===== config.mk =====
export PLATFORM = sky130hd
export DESIGN_NAME = imq_top
export DESIGN_NICKNAME = d
export VERILOG_FILES = /design/src/rtl/imq_pkg.sv /design/src/rtl/imq_wbuf.sv /design/src/rtl/imq_ctrl.sv /design/src/rtl/imq_top.sv
export SDC_FILE = /design/constraint.sdc
export NUM_CORES = 1
export LEC_CHECK = 0
export BUFFER_PORTS_ARGS = -buffer_cell sky130_fd_sc_hd__buf_2
export CORE_ASPECT_RATIO = 0.6
export CORE_UTILIZATION = 45
export DETAILED_ROUTE_END_ITERATION = 12
export PLACE_DENSITY = 0.67
export SYNTH_ARGS = -nofsm -noshare
export SYNTH_HDL_FRONTEND = slang
export SYNTH_HIERARCHICAL = 1
export SYNTH_SLANG_ARGS = --single-unit

===== constraint.sdc =====
create_clock -name clk -period 10.6 [get_ports clk]
set_input_delay 1.06 -clock clk [delete_from_list [all_inputs] [get_ports clk]]
set_output_delay 1.06 -clock clk [all_outputs]
set_load 0.05 [all_outputs]

===== src/rtl/imq_pkg.sv =====
package imq_pkg;
  localparam int REG_W = 32;

  typedef enum logic [1:0] {
    RSP_OK     = 2'd0,
    RSP_FULL   = 2'd1,
    RSP_STREAM = 2'd2,
    RSP_PRIO   = 2'd3
  } rsp_e;

  localparam logic [1:0] RIDX_MODE = 2'd0;
  localparam logic [1:0] RIDX_STAT = 2'd1;
  localparam logic [1:0] RIDX_ENQ  = 2'd2;
  localparam logic [1:0] RIDX_DEQ  = 2'd3;
endpackage


===== src/rtl/imq_wbuf.sv =====
module imq_wbuf #(
  parameter int WIDTH = 8,
  parameter int DEPTH = 4
) (
  input  logic             clk,
  input  logic             rst,
  input  logic             push,
  input  logic [WIDTH-1:0] din,
  input  logic             pop,
  output logic [WIDTH-1:0] dout,
  output logic             full,
  output logic             empty
);
  localparam int AW = (DEPTH > 1) ? $clog2(DEPTH) : 1;
  localparam int CW = $clog2(DEPTH + 1);

  logic [WIDTH-1:0] store [DEPTH];
  logic [AW-1:0]    wp_q, rp_q;
  logic [CW-1:0]    cnt_q;

  function automatic logic [AW-1:0] bump(input logic [AW-1:0] p);
    return (p == AW'(DEPTH - 1)) ? '0 : p + 1'b1;
  endfunction

  always_ff @(posedge clk) begin
    if (push) store[wp_q] <= din;
  end

  always_ff @(posedge clk) begin
    if (rst) begin
      wp_q  <= '0;
      rp_q  <= '0;
      cnt_q <= '0;
    end else begin
      if (push) wp_q <= bump(wp_q);
      if (pop)  rp_q <= bump(rp_q);
      if (push && !pop)      cnt_q <= cnt_q + 1'b1;
      else if (pop && !push) cnt_q <= cnt_q - 1'b1;
    end
  end

  assign dout  = store[rp_q];
  assign empty = (cnt_q == '0);
  assign full  = (cnt_q == CW'(DEPTH));
endmodule


===== src/rtl/imq_ctrl.sv =====
module imq_ctrl
  import imq_pkg::*;
#(
  parameter int SID_W   = 8,
  parameter int MBOX_W  = 2,
  parameter int PRIO_W  = 2,
  parameter int SEG_W   = 2,
  parameter int DATA_W  = 32,
  parameter int ADDR_W  = 16,
  parameter int NFRAMES = 8,
  parameter int BASE    = 0,
  parameter int FDEPTH  = 4,
  parameter int PTR_W   = $clog2(NFRAMES)
) (
  input  logic              clk,
  input  logic              rst,
  input  logic              seg_fire,
  input  logic [SID_W-1:0]  seg_src,
  input  logic [SID_W-1:0]  seg_dst,
  input  logic [MBOX_W-1:0] seg_mbox,
  input  logic [PRIO_W-1:0] seg_prio,
  input  logic [SEG_W-1:0]  seg_idx,
  input  logic              seg_last,
  input  logic [DATA_W-1:0] seg_data,
  output logic              seg_ready,
  output rsp_e              rsp,
  output logic              hd_valid,
  output logic [ADDR_W-1:0] hd_addr,
  output logic [DATA_W-1:0] hd_data,
  input  logic              hd_pop,
  input  logic              reg_wr,
  input  logic [1:0]        reg_idx,
  input  logic [REG_W-1:0]  reg_wdata,
  output logic [PTR_W-1:0]  enq_ptr,
  output logic [PTR_W-1:0]  deq_ptr,
  output logic              miq,
  output logic              irq_en
);
  localparam int NPRIO = 1 << PRIO_W;
  localparam int CW    = $clog2(FDEPTH + 1);
  localparam int EW    = 1 + PRIO_W + ADDR_W + DATA_W;

  logic              act_q;
  logic [SID_W-1:0]  act_src_q, act_dst_q;
  logic [MBOX_W-1:0] act_mbox_q;
  logic [PTR_W-1:0]  wptr_q, enq_q, deq_q;
  logic              en_q, miq_q;
  logic [CW-1:0]     pcnt [NPRIO];

  logic              fb_full, fb_empty, push;
  logic [EW-1:0]     fb_din, fb_dout;
  logic              hd_last;
  logic [PRIO_W-1:0] hd_prio;
  logic              same_stream, q_full, any_ge, commit, q_empty;
  logic              inc_req, deq_wr, w1c_miq;

  function automatic logic [PTR_W-1:0] nxt(input logic [PTR_W-1:0] p);
    return (p == PTR_W'(NFRAMES - 1)) ? '0 : p + 1'b1;
  endfunction

  assign same_stream = (seg_src == act_src_q) && (seg_dst == act_dst_q) &&
                       (seg_mbox == act_mbox_q);
  assign q_full      = (nxt(wptr_q) == deq_q);
  assign q_empty     = (enq_q == deq_q);

  always_comb begin
    any_ge = 1'b0;
    for (int p = 0; p < NPRIO; p++)
      if (PRIO_W'(p) >= seg_prio && pcnt[p] != '0) any_ge = 1'b1;
  end

  always_comb begin
    if (act_q)                  rsp = same_stream ? RSP_OK : RSP_STREAM;
    else if (q_full)            rsp = RSP_FULL;
    else if (!fb_empty && !any_ge) rsp = RSP_PRIO;
    else                        rsp = RSP_OK;
  end

  assign seg_ready = !fb_full;
  assign push      = seg_fire && (rsp == RSP_OK);

  assign fb_din = {seg_last, seg_prio,
                   ADDR_W'(BASE) + (ADDR_W'(wptr_q) << SEG_W) + ADDR_W'(seg_idx),
                   seg_data};

  imq_wbuf #(.WIDTH(EW), .DEPTH(FDEPTH)) u_wbuf (
    .clk(clk), .rst(rst), .push(push), .din(fb_din), .pop(hd_pop),
    .dout(fb_dout), .full(fb_full), .empty(fb_empty)
  );

  assign {hd_last, hd_prio, hd_addr, hd_data} = fb_dout;
  assign hd_valid = !fb_empty;
  assign commit   = hd_pop && hd_last;

  generate
    for (genvar p = 0; p < NPRIO; p++) begin : g_pcnt
      logic up, dn;
      assign up = push && (seg_prio == PRIO_W'(p));
      assign dn = hd_pop && (hd_prio == PRIO_W'(p));
      always_ff @(posedge clk) begin
        if (rst)            pcnt[p] <= '0;
        else if (up && !dn) pcnt[p] <= pcnt[p] + 1'b1;
        else if (dn && !up) pcnt[p] <= pcnt[p] - 1'b1;
      end
    end
  endgenerate

  // message assembly and fill pointer
  always_ff @(posedge clk) begin
    if (rst) begin
      act_q      <= 1'b0;
      act_src_q  <= '0;
      act_dst_q  <= '0;
      act_mbox_q <= '0;
      wptr_q     <= '0;
    end else if (push) begin
      if (seg_last) begin
        act_q  <= 1'b0;
        wptr_q <= nxt(wptr_q);
      end else begin
        act_q      <= 1'b1;
        act_src_q  <= seg_src;
        act_dst_q  <= seg_dst;
        act_mbox_q <= seg_mbox;
      end
    end
  end

  assign inc_req = reg_wr && (reg_idx == RIDX_MODE) && reg_wdata[0];
  assign deq_wr  = reg_wr && (reg_idx == RIDX_DEQ) && (reg_wdata < REG_W'(NFRAMES));
  assign w1c_miq = reg_wr && (reg_idx == RIDX_STAT) && reg_wdata[1];

  // software-visible pointers and flags
  always_ff @(posedge clk) begin
    if (rst) begin
      enq_q <= '0;
      deq_q <= '0;
      en_q  <= 1'b0;
      miq_q <= 1'b0;
    end else begin
      if (commit) enq_q <= nxt(enq_q);
      if (deq_wr)                  deq_q <= PTR_W'(reg_wdata);
      else if (inc_req && !q_empty) deq_q <= nxt(deq_q);
      if (reg_wr && reg_idx == RIDX_MODE) en_q <= reg_wdata[1];
      if (commit)       miq_q <= 1'b1;
      else if (w1c_miq) miq_q <= 1'b0;
    end
  end

  assign enq_ptr = enq_q;
  assign deq_ptr = deq_q;
  assign miq     = miq_q;
  assign irq_en  = en_q;
endmodule


===== src/rtl/imq_top.sv =====
module imq_top
  import imq_pkg::*;
#(
  parameter int SID_W   = 8,
  parameter int MBOX_W  = 2,
  parameter int PRIO_W  = 2,
  parameter int SEG_W   = 2,
  parameter int DATA_W  = 32,
  parameter int ADDR_W  = 16,
  parameter int NFRAMES = 8,
  parameter int BASE0   = 'h000,
  parameter int BASE1   = 'h100,
  parameter int FDEPTH  = 4
) (
  input  logic              clk,
  input  logic              rst,
  input  logic              seg_valid,
  output logic              seg_ready,
  input  logic [SID_W-1:0]  seg_src,
  input  logic [SID_W-1:0]  seg_dst,
  input  logic [MBOX_W-1:0] seg_mbox,
  input  logic [PRIO_W-1:0] seg_prio,
  input  logic [SEG_W-1:0]  seg_idx,
  input  logic              seg_last,
  input  logic [DATA_W-1:0] seg_data,
  output logic              resp_valid,
  output logic [1:0]        resp_code,
  output logic              mem_valid,
  input  logic              mem_ready,
  output logic [ADDR_W-1:0] mem_addr,
  output logic [DATA_W-1:0] mem_wdata,
  input  logic              reg_we,
  input  logic [2:0]        reg_addr,
  input  logic [REG_W-1:0]  reg_wdata,
  output logic [REG_W-1:0]  reg_rdata,
  output logic [1:0]        irq
);
  localparam int NCTRL = 2;
  localparam int PTR_W = $clog2(NFRAMES);

  logic              tgt;
  logic              seg_fire;
  logic              rdy_v   [NCTRL];
  rsp_e              rsp_v   [NCTRL];
  logic              hv_v    [NCTRL];
  logic [ADDR_W-1:0] ha_v    [NCTRL];
  logic [DATA_W-1:0] hd_v    [NCTRL];
  logic              pop_v   [NCTRL];
  logic [PTR_W-1:0]  enq_v   [NCTRL];
  logic [PTR_W-1:0]  deq_v   [NCTRL];
  logic              miq_v   [NCTRL];
  logic              en_v    [NCTRL];
  logic              gnt, gnt_q, lock_q;

  // mailbox 0 -> controller 0, any other mailbox -> controller 1
  assign tgt       = (seg_mbox != '0);
  assign seg_ready = rdy_v[tgt];
  assign seg_fire  = seg_valid && seg_ready;

  generate
    for (genvar i = 0; i < NCTRL; i++) begin : g_ctrl
      localparam int CBASE = (i == 0) ? BASE0 : BASE1;
      imq_ctrl #(
        .SID_W(SID_W), .MBOX_W(MBOX_W), .PRIO_W(PRIO_W), .SEG_W(SEG_W),
        .DATA_W(DATA_W), .ADDR_W(ADDR_W), .NFRAMES(NFRAMES),
        .BASE(CBASE), .FDEPTH(FDEPTH), .PTR_W(PTR_W)
      ) u_ctrl (
        .clk(clk), .rst(rst),
        .seg_fire(seg_fire && (tgt == 1'(i))),
        .seg_src(seg_src), .seg_dst(seg_dst), .seg_mbox(seg_mbox),
        .seg_prio(seg_prio), .seg_idx(seg_idx), .seg_last(seg_last),
        .seg_data(seg_data), .seg_ready(rdy_v[i]), .rsp(rsp_v[i]),
        .hd_valid(hv_v[i]), .hd_addr(ha_v[i]), .hd_data(hd_v[i]),
        .hd_pop(pop_v[i]),
        .reg_wr(reg_we && (reg_addr[2] == 1'(i))),
        .reg_idx(reg_addr[1:0]), .reg_wdata(reg_wdata),
        .enq_ptr(enq_v[i]), .deq_ptr(deq_v[i]),
        .miq(miq_v[i]), .irq_en(en_v[i])
      );
      assign pop_v[i] = mem_valid && mem_ready && (gnt == 1'(i));
      assign irq[i]   = miq_v[i] && en_v[i];
    end
  endgenerate

  // memory port: controller 0 first, grant held while a write stalls
  assign gnt       = lock_q ? gnt_q : !hv_v[0];
  assign mem_valid = hv_v[gnt];
  assign mem_addr  = ha_v[gnt];
  assign mem_wdata = hd_v[gnt];

  always_ff @(posedge clk) begin
    if (rst) begin
      gnt_q  <= 1'b0;
      lock_q <= 1'b0;
    end else begin
      gnt_q  <= gnt;
      lock_q <= mem_valid && !mem_ready;
    end
  end

  always_ff @(posedge clk) begin
    if (rst) begin
      resp_valid <= 1'b0;
      resp_code  <= 2'd0;
    end else begin
      resp_valid <= seg_fire;
      resp_code  <= seg_fire ? 2'(rsp_v[tgt]) : 2'd0;
    end
  end

  always_ff @(posedge clk) begin
    if (rst) reg_rdata <= '0;
    else begin
      unique case (reg_addr[1:0])
        RIDX_MODE: reg_rdata <= REG_W'({en_v[reg_addr[2]], 1'b0});
        RIDX_STAT: reg_rdata <= REG_W'({miq_v[reg_addr[2]],
                                        enq_v[reg_addr[2]] == deq_v[reg_addr[2]]});
        RIDX_ENQ:  reg_rdata <= REG_W'(enq_v[reg_addr[2]]);
        default:   reg_rdata <= REG_W'(deq_v[reg_addr[2]]);
      endcase
    end
  end
endmodule


After elaboration in Yosys (flattened, before gate mapping):

Memory sizes are Yosys's and may differ from the RTL's. A register that Yosys moved wholly into a read port is not among the register bits.
Cells that the tools add are included.

* add/sub/neg operators: 33
* $mul: 0
* div/mod/pow operators: 0
* $lt $le $gt $ge: 8
* equality and inequality tests: 35
* shifts and indexed selects: 0
* muxes and demuxes: 150
* bitwise gates (word level): 24
* reduce and logical (&&, ||, !) cells: 136

Operators with widths (count)
* 3-bit two-way mux: 36
* 32-bit two-way mux: 3
* 1-bit two-way mux: 88
* 1-bit logical AND: 79
* 3-bit by 1-bit adder with 3-bit output (second input constant): 16
* 16-bit two-way mux: 3
* 2-bit two-way mux: 19
* 8-bit equality test: 4
* 32-bit by 4-bit < comparator with 1-bit output (second input constant): 1
* 3-bit by 1-bit subtractor with 3-bit output (second input constant): 10
* 1-bit logical NOT: 29
* 2-bit equality test (second input constant): 12
* 3-bit equality test (second input constant): 8
* 3-bit nonzero test: 8
* 16-bit by 2-bit adder with 16-bit output: 1
* 1-bit bitwise OR: 16
* 3-bit equality test: 5
* 2-bit nonzero test: 7
* 2-bit logical NOT: 6
* 9-bit by 5-bit adder with 10-bit output (first input constant): 1
* 3-bit case mux with 3 select lines: 1
* 2-bit by 1-bit adder with 2-bit output (second input constant): 4
* 2-bit by 1-bit equality test with 1-bit output (second input constant): 4
* 2-bit AND reduction: 4
* 9 further kinds: 21

* flip-flop bits (word level): 111
* latch bits: 0
* RAM bits: 392
* memory bits (read-only): 0
* bits of input ports: 95
* output and inout port bits: 87
* word-level logic and storage cells: 419
* memories: 4

Memory list
* g_ctrl[1].u_ctrl.u_wbuf.store: depth 4, bits a word 51, read ports 1, clocked after memory_dff 1, wr ports 1, RTL line imq_wbuf.sv:17 `logic [WIDTH-1:0] store [DEPTH];`
* g_ctrl[0].u_ctrl.u_wbuf.store: depth 4, bits a word 41, read ports 1, clocked after memory_dff 1, wr ports 1, RTL line imq_wbuf.sv:17
* g_ctrl[0].u_ctrl.pcnt: depth 4, bits a word 3, read ports 4, clocked after memory_dff 0, wr ports 4, RTL line imq_ctrl.sv:48 `logic [CW-1:0] pcnt [NPRIO];`
* g_ctrl[1].u_ctrl.pcnt: depth 4, bits a word 3, read ports 4, clocked after memory_dff 0, wr ports 4, RTL line imq_ctrl.sv:48

Longest topological paths before layout:

Gate-level depths: netlist (run 1).
An unclocked memory read counts as a cell.

* depth in word-level cells: 22
* gate-level depth with buffers: 15

Modules after synthesis:

The synthesis (run 1) kept the hierarchy.

Modules (own cells, without submodules)
* imq_wbuf: instances 2, cells an instance 311, area an instance 7858.8 um^2
* imq_ctrl at g_ctrl[0].u_ctrl: instances 1, cells an instance 293, area an instance 2711.4 um^2
* imq_ctrl at g_ctrl[1].u_ctrl: instances 1, cells an instance 315, area an instance 2686.3 um^2
* imq_top: instances 1, cells an instance 140, area an instance 1332.5 um^2

Least setup slack after synthesis (run 1):

Ideal clock, no wire load.

* path kind: input port to flip-flop
* start point: in seg_src[1]
* end point: mem g_ctrl[1].u_ctrl/u_wbuf/store[0][0] in the netlist's numbering, enable pin
* setup time: 0.414 ns
* arrival time: 3.634 ns
* data required time: 10.186 ns
* slack: 6.552 ns
* cell stages on the path: 8
* path buffers: 2
* cells stage by stage: xor2_1 nor4_1 nand3_1 o32a_2 buf_6 inv_4 buf_2 and2_1

* word-level cells in the longest chain between the ends: 9

Ends and longest elaborated chain
* start, declared: RTL line imq_top.sv:19 `input logic [SID_W-1:0] seg_src,`
* 8-bit equality test: RTL line imq_ctrl.sv:61 `assign same_stream = (seg_src == act_src_q) && (seg_dst == act_dst_q) &&`
* 1-bit logical AND (2 in series): RTL line imq_ctrl.sv:61
* 2-bit two-way mux (2 in series): RTL line imq_ctrl.sv:73 `if (act_q) rsp = same_stream ? RSP_OK : RSP_STREAM;`
* 2-bit logical NOT: RTL line imq_ctrl.sv:80 `assign push = seg_fire && (rsp == RSP_OK);`
* 1-bit logical AND: RTL line imq_ctrl.sv:80
* net g_ctrl[1].u_ctrl.push: RTL line imq_ctrl.sv:50 `logic fb_full, fb_empty, push;`
* 1-bit two-way mux: RTL line imq_wbuf.sv:26 `if (push) store[wp_q] <= din;`
* 1-bit two-way mux (not written as such): RTL line imq_wbuf.sv:26
* end, declared: RTL line imq_wbuf.sv:17

The timed path passes the listed nets, and every way through them passes these cells.

==> flow_metrics.tcl, run 1 <==
set metrics [dict create \
    outcome "finished, final reports clean" \
    cp-end-kind "flop" \
    clockRootBuffer "clkbuf_16" \
    die_y_um 175 \
    multi_input_area_sq_um 7350 \
    rsz0062_at_grt "false" \
    yosysWarnings 6 \
    p_int_w 0.00401 \
    crit_path_max_fanout 50 \
    die_w_um 290 \
    avgSynthCellArea_sq_um 16.4 \
    maxSlewViolCount 0 \
    rr_startpoint "g_ctrl[0].u_ctrl/u_wbuf/cnt_q[1]" \
    ir_worst_vdd_uv 159 \
    synth_edf_count 432 \
    register_area_sq_um 14700 \
    setup_viol 0 \
    gr-total-overflow 0 \
    syn_inst 1370 \
    die_area_sq_um 50800 \
    crit_type "reg -> reg" \
    viasPerCell 5.39 \
    io-pin-count 182 \
    grt_pass1_wl_um 70700 \
    fmax_mhz 234 \
    async_flop_share_pct 0 \
    finClkSkew_ps 19.6 \
    num-fill-cells 3890 \
    grt_max_degree 64 \
    start_util_pct 46.2 \
    timing.rr.end "g_ctrl[1].u_ctrl/pcnt[2][2]" \
    cts.sinks 518 \
    grt_pass1_vias 12253 \
    dr.first_iter.drc_count 967 \
    finalCriticalPeriod_ps 4270 \
    place_congestion 0.815 \
    final_nets 1756 \
    antenna_found_initial 1 \
    setup_tns_ps 0 \
    p_switching_w 0.00199 \
    pwr-share-comb_pct 29.4 \
    first_pass_iters 7 \
    finalCritPeriodShare_pct 40.3 \
    vias 12373 \
    cts_tree "built" \
    ctsHoldBuffers 0 \
    synth_flop_cell "edfxtp_1" \
    min-delay-start "g_ctrl[1].u_ctrl/act_src_q[3]" \
    p_seq_share_pct 40.5 \
    htreeDepth 2 \
    synth_seq_cells 518 \
    cts_buffer_depth 3 \
    synth_top_area_share_pct 57.8 \
    yosysSeqAreaShare_pct 65.5 \
    p_per_area_nw_per_um2 235 \
    synth_top_area_cell "edfxtp_1" \
    cp-startpoint "g_ctrl[0].u_ctrl/u_wbuf/cnt_q[1]" \
    whs_path_depth 2 \
    synthToLayoutAreaGrowth_pct 13.7 \
    worstMarginPinSlew_ps 1200 \
    ys_types 73 \
    cts_resized 0 \
    critPathArrivalTime_ps 4560 \
    core-area_sq_um 48600 \
    finalPower_w 0.00600 \
    swShare_pct 33.1 \
    worstHoldPathType "reg -> reg" \
    antenna_left 0 \
    hold-path-endpoint "g_ctrl[1].u_ctrl/act_src_q[3]" \
    relSlewSlack_pct 19.8 \
    rows 62 \
    gr-usage-all-layers_pct 17.9 \
    drive_above_1_share_pct 26.2 \
    drc 0 \
    worstPathRequired_ps 10880 \
    start_kind "flop" \
    drv_cap 0 \
    clk_latency_ps 580 \
    ff2ff_path_depth 13 \
    leakage_nw 8.98 \
    final_core_util_pct 52.6 \
    path_clk_slew_ps 70 \
    wl_per_cell_um 19.8 \
    cts_setup_buffers 0 \
    regToRegSetupSlack_ps 6330 \
    syn_area_sq_um 22400 \
    hold_viol 0 \
    synthTopCellsByArea "edfxtp_1 (58%), mux4_2 (10%), dfxtp_1 (7.7%)" \
    cts_buffers 49 \
    wirelength_um 45500 \
    p_clk_share_pct 30.1 \
    portBuffers 152 \
    dpl.hpwl_um 27600 \
]
==> critical path: stages (launching register included) <==
cell,delay (ps)
dfxtp_1,350
nor3_1,460
inv_1,190
o21ai_4,160
buf_4,680
and3_1,620
and3b_1,260
o21ai_0,170
nand2b_1,230
fa_1,380
xnor2_1,220
nor3_1,60
o21ai_0,100
o41ai_1,90
==> routing by layer <==
metal  track usage [%]  routed length, um
met1              26.7              21800
met2              27.6              20900
met3              3.00               2030
met4              3.92                730
met5                 0                 11
==> placed cells by master, fill, tap and decap left out, drive strengths merged, types with 38 or more instances in the layout <==
master    n
edfxtp  432
buf     166
conb    117
mux4    106
dfxtp    86
nor2     61
clkbuf   61
a21oi    60
mux2     50
o21ai    49
ha       42
inv      42
xor2     38
==> Yosys cell counts (15+ instances only) <==
| cell | count |
|---|---|
| edfxtp_1 | 432 |
| mux4_2 | 104 |
| dfxtp_1 | 86 |
| nor2_1 | 60 |
| a21oi_1 | 56 |
| mux2_2 | 50 |
| o21ai_0 | 47 |
| ha_1 | 42 |
| inv_1 | 38 |
| xor2_1 | 38 |
| buf_4 | 35 |
| nand3_1 | 35 |
| nand2_1 | 33 |
| mux2i_1 | 27 |
| nor3_1 | 21 |
| nor4_1 | 20 |
| xnor2_1 | 20 |
| nand3b_1 | 18 |
| nor3b_1 | 15 |
==> sequential cells by signal, indices dropped and copies added (netlist names), 4 cells and up, named ones only <==
register                    count
g_ctrl.u_ctrl/u_wbuf/cnt_q      6
g_ctrl.u_ctrl/deq_ptr           6
g_ctrl.u_ctrl/pcnt             24
g_ctrl.u_ctrl/wptr_q            6
g_ctrl.u_ctrl/act_src_q        16
g_ctrl.u_ctrl/u_wbuf/rp_q       4
g_ctrl.u_ctrl/act_mbox_q        4
g_ctrl.u_ctrl/u_wbuf/wp_q       4
g_ctrl.u_ctrl/act_dst_q        16
g_ctrl.u_ctrl/enq_ptr           6
g_ctrl.u_ctrl/u_wbuf/store    408
==> worst max path at each step <==
stage	to	slack [ps]	cells after the start
after CTS	mem_addr[7]	6350	6
after floorplan	g_ctrl[1].u_ctrl/u_wbuf/store[0][0]	6550	8
after global placement	g_ctrl[1].u_ctrl/u_wbuf/store[1][7]	6110	8
after detailed placement	g_ctrl[1].u_ctrl/u_wbuf/store[2][5]	6080	8
final	g_ctrl[1].u_ctrl/pcnt[2][2]	6330	13
after global routing	g_ctrl[1].u_ctrl/pcnt[2][2]	6000	13
==> area by class of cell <==
| class | instances | area share, % |
|---|---|---|
| antenna | 1 | 0.00980 |
| clock inverter | 29 | 1.49 |
| sequential | 518 | 57.6 |
| inverter | 39 | 0.583 |
| multi-input combinational | 841 | 28.8 |
| clock buffer | 61 | 4.98 |
| timing repair buffer | 166 | 3.40 |
| tap | 640 | 3.14 |
==> stage by stage <==
step	setup slack (ps)	area (sq um)	instances	hold slack [ps]
floorplan	6550	22900	1483	459
global placement	6110	23900	2204	477
detailed placement	6080	23900	2204	486
CTS	6350	25500	2294	495
global route	6000	25500	2294	523
finish	6330	25500	2295	496
==> power groups by stage <==
stage          clock network, W  registers (W)  logic (W)
5_1_grt                 0.00194        0.00245    0.00187
2_1_floorplan                 0        0.00243    0.00147
6_report                0.00180        0.00243    0.00176
3_5_place_dp                  0        0.00248    0.00177
3_3_place_gp                  0        0.00247    0.00176
4_1_cts                 0.00185        0.00243    0.00178
==> kinds of logic after synthesis <==
family	Yosys count	share of synthesized area (%)
DFF	518	65.5
muxes	183	14.4
other	4	0.0669
and+or+nand+nor	282	6.95
AOI/OAI and AO/OA	155	4.41
adders and majority gates	46	2.70
buffers and inverters	124	3.77
xor gates and xnor gates	58	2.26
Note: power is estimated with default switching activity, not from simulation.
==> run 2: changes to the inputs <==
PLACE_DENSITY = 0.69   (was 0.67)
clock period = 3.7 ns   (was 10.6 ns; I/O delays follow)
==> run 2 against run 1 <==
Compared with the run above:
- critical endpoint is now mem_addr[12]
- largest power group unchanged
- core utilization up 0.55 points
- setup slack worse by 6200 ps
- hold slack worse by 430 ps
- clock power rose to 2.8 times the previous value
==> flow_metrics.tcl, run 2 (synthesis results as in run 1) <==
set metrics [dict create \
    outcome "finished, final reports clean" \
    core-area_sq_um 48600 \
    vias 12528 \
    fmax_mhz 281 \
    fin_cells 2317 \
    layout_common_cells "edfxtp_1 (432), buf_2 (151), conb_1 (117), mux4_2 (104), dfxtp_1 (82)" \
    die_area_sq_um 50800 \
    relSlewSlack_pct 34.2 \
    register_area_sq_um 14700 \
    grt_pass1_vias 12656 \
    cts_buffers 48 \
    hold_viol 0 \
    critPathArrivalTime_ps 3180 \
    reg_top3 "g_ctrl.u_ctrl/u_wbuf/store (408), g_ctrl.u_ctrl/pcnt (24)" \
    pwr-share-comb_pct 30.0 \
    clk_latency_ps 580 \
    slowest_stage "buf_4" \
    cp_top_family "buffers and inverters" \
    largest_reg_flops 408 \
    drive_above_1_share_pct 26.9 \
    dpl.hpwl_um 29200 \
    setup_tns_ps 0 \
    cp-end-kind "output port" \
    finalCriticalPeriod_ps 3550 \
    wirelength_um 46800 \
    maxSlewViolCount 0 \
    worstMarginPinSlew_ps 975 \
    synthToLayoutAreaGrowth_pct 14.9 \
    swShare_pct 33.6 \
    die_y_um 175 \
    place_area_sq_um 24200 \
    cts_buffer_depth 3 \
    p_int_w 0.0113 \
    die_w_um 290 \
    multi_input_area_sq_um 7360 \
    grt_pass1_wl_um 72800 \
    rows 62 \
    finClkSkew_ps 35.9 \
    cts_setup_buffers 0 \
    p_switching_w 0.00574 \
    leakage_nw 9.09 \
    gr-usage-all-layers_pct 18.5 \
    p_clk_share_pct 29.1 \
    portBuffers 152 \
    final_nets 1778 \
    place_congestion 0.796 \
    start_util_pct 46.2 \
    largest_register "g_ctrl.u_ctrl/u_wbuf/store" \
    first_pass_iters 5 \
    antenna_left 0 \
    clockRootBuffer "clkbuf_16" \
    critical_path_buf_inv_count 3 \
    cts.sinks 518 \
    num-fill-cells 3877 \
    crit_type "reg -> out" \
    io-pin-count 182 \
    wl_per_cell_um 20.2 \
    final_common_cell "edfxtp_1" \
    crit_path_max_fanout 49 \
    p_seq_share_pct 40.8 \
    drv_cap 0 \
    finalCritPeriodShare_pct 96.0 \
    path_clk_slew_ps 70 \
    rsz0062_at_grt "false" \
    place_inst 2226 \
    setup_viol 0 \
    gr-total-overflow 0 \
    cts_tree "built" \
    start_kind "flop" \
    grt_max_degree 69 \
    final_area_sq_um 25800 \
    path_cells "nor3_1, inv_1, o21ai_4, buf_4, mux2_2, buf_2" \
    htreeDepth 2 \
    viasPerCell 5.41 \
    dr.first_iter.drc_count 1077 \
    worstHoldPathType "in -> reg" \
    antenna_found_initial 2 \
    regToRegSetupSlack_ps 270 \
    p_per_area_nw_per_um2 661 \
    worstPathRequired_ps 3330 \
    drc 0 \
    ir_worst_vdd_uv 534 \
    max_stage_delay_ps 710 \
]
==> run 2: cell count changes in the layout (fill, tap and decap cells not counted), moves of 2 or more <==
| cell | previous run | this run |
|---|---|---|
| bufinv_16 | 8 | 5 |
| clkinv_2 | 10 | 5 |
| inv_16 | 2 | 0 |
| clkinv_1 | 5 | 11 |
| clkinv_8 | 0 | 2 |
| inv_6 | 0 | 3 |
| buf_4 | 15 | 25 |
| buf_12 | 0 | 12 |
| clkbuf_1 | 12 | 10 |
==> run 2: power groups by stage <==
stage / Combinational (W) / Clock (W) / Sequential (W)
3_3_place_gp: 0.00511 / 0 / 0.00707
2_1_floorplan: 0.00421 / 0 / 0.00697
6_report: 0.00512 / 0.00497 / 0.00696
4_1_cts: 0.00518 / 0.00507 / 0.00697
5_1_grt: 0.00543 / 0.00530 / 0.00702
3_5_place_dp: 0.00516 / 0 / 0.00710
==> run 2: cell type report <==
cell class / instances / share of cell area [%]
Clock inverter: 30 / 1.25
Tap cell: 640 / 3.10
Sequential cell: 518 / 57.0
Clock buffer: 59 / 4.90
Inverter: 39 / 0.577
Timing Repair Buffer: 189 / 4.63
Antenna cell: 1 / 0.00970
Multi-Input combinational cell: 841 / 28.5
==> run 2: worst paths after layout <==
| kind | start | endpoint | cells after the start |
|---|---|---|---|
| setup / recovery | g_ctrl[0].u_ctrl/u_wbuf/cnt_q[0] | mem_addr[12] | 6 |
| hold / removal | seg_idx[1] | g_ctrl[0].u_ctrl/u_wbuf/store[1][33] | 1 |
| setup reg to reg | g_ctrl[0].u_ctrl/wptr_q[0] | g_ctrl[0].u_ctrl/u_wbuf/cnt_q[2] | 13 |
| hold reg to reg | g_ctrl[1].u_ctrl/act_src_q[3] | g_ctrl[1].u_ctrl/act_src_q[3] | 2 |
==> run 2: per-stage QoR <==
step           hold slack (ps)  power (W)  setup WS [ps]  util, %
2_1_floorplan              439     0.0112            195        -
3_3_place_gp               471     0.0122            349     49.8
3_5_place_dp               479     0.0123            260     49.8
4_1_cts                   37.6     0.0172            191     53.1
5_1_grt                   50.4     0.0178           39.6     53.1
6_report                  64.7     0.0171            147     53.1
==> run 2: timing repair <==
item                                   in CTS  in global routing
endpoints found under the hold margin       1                  0
setup endpoints to repair                   0                  2
gates resized for setup                     0                  1
hold buffers                                1                  0
==> run 2: routing by layer <==
layer,track usage [%],routed length [um],up-vias
li1,-,-,5756
met1,27.2,22200,6387
met2,28.4,21300,334
met3,3.66,2650,51
met4,4.01,675,0
met5,0,0,-
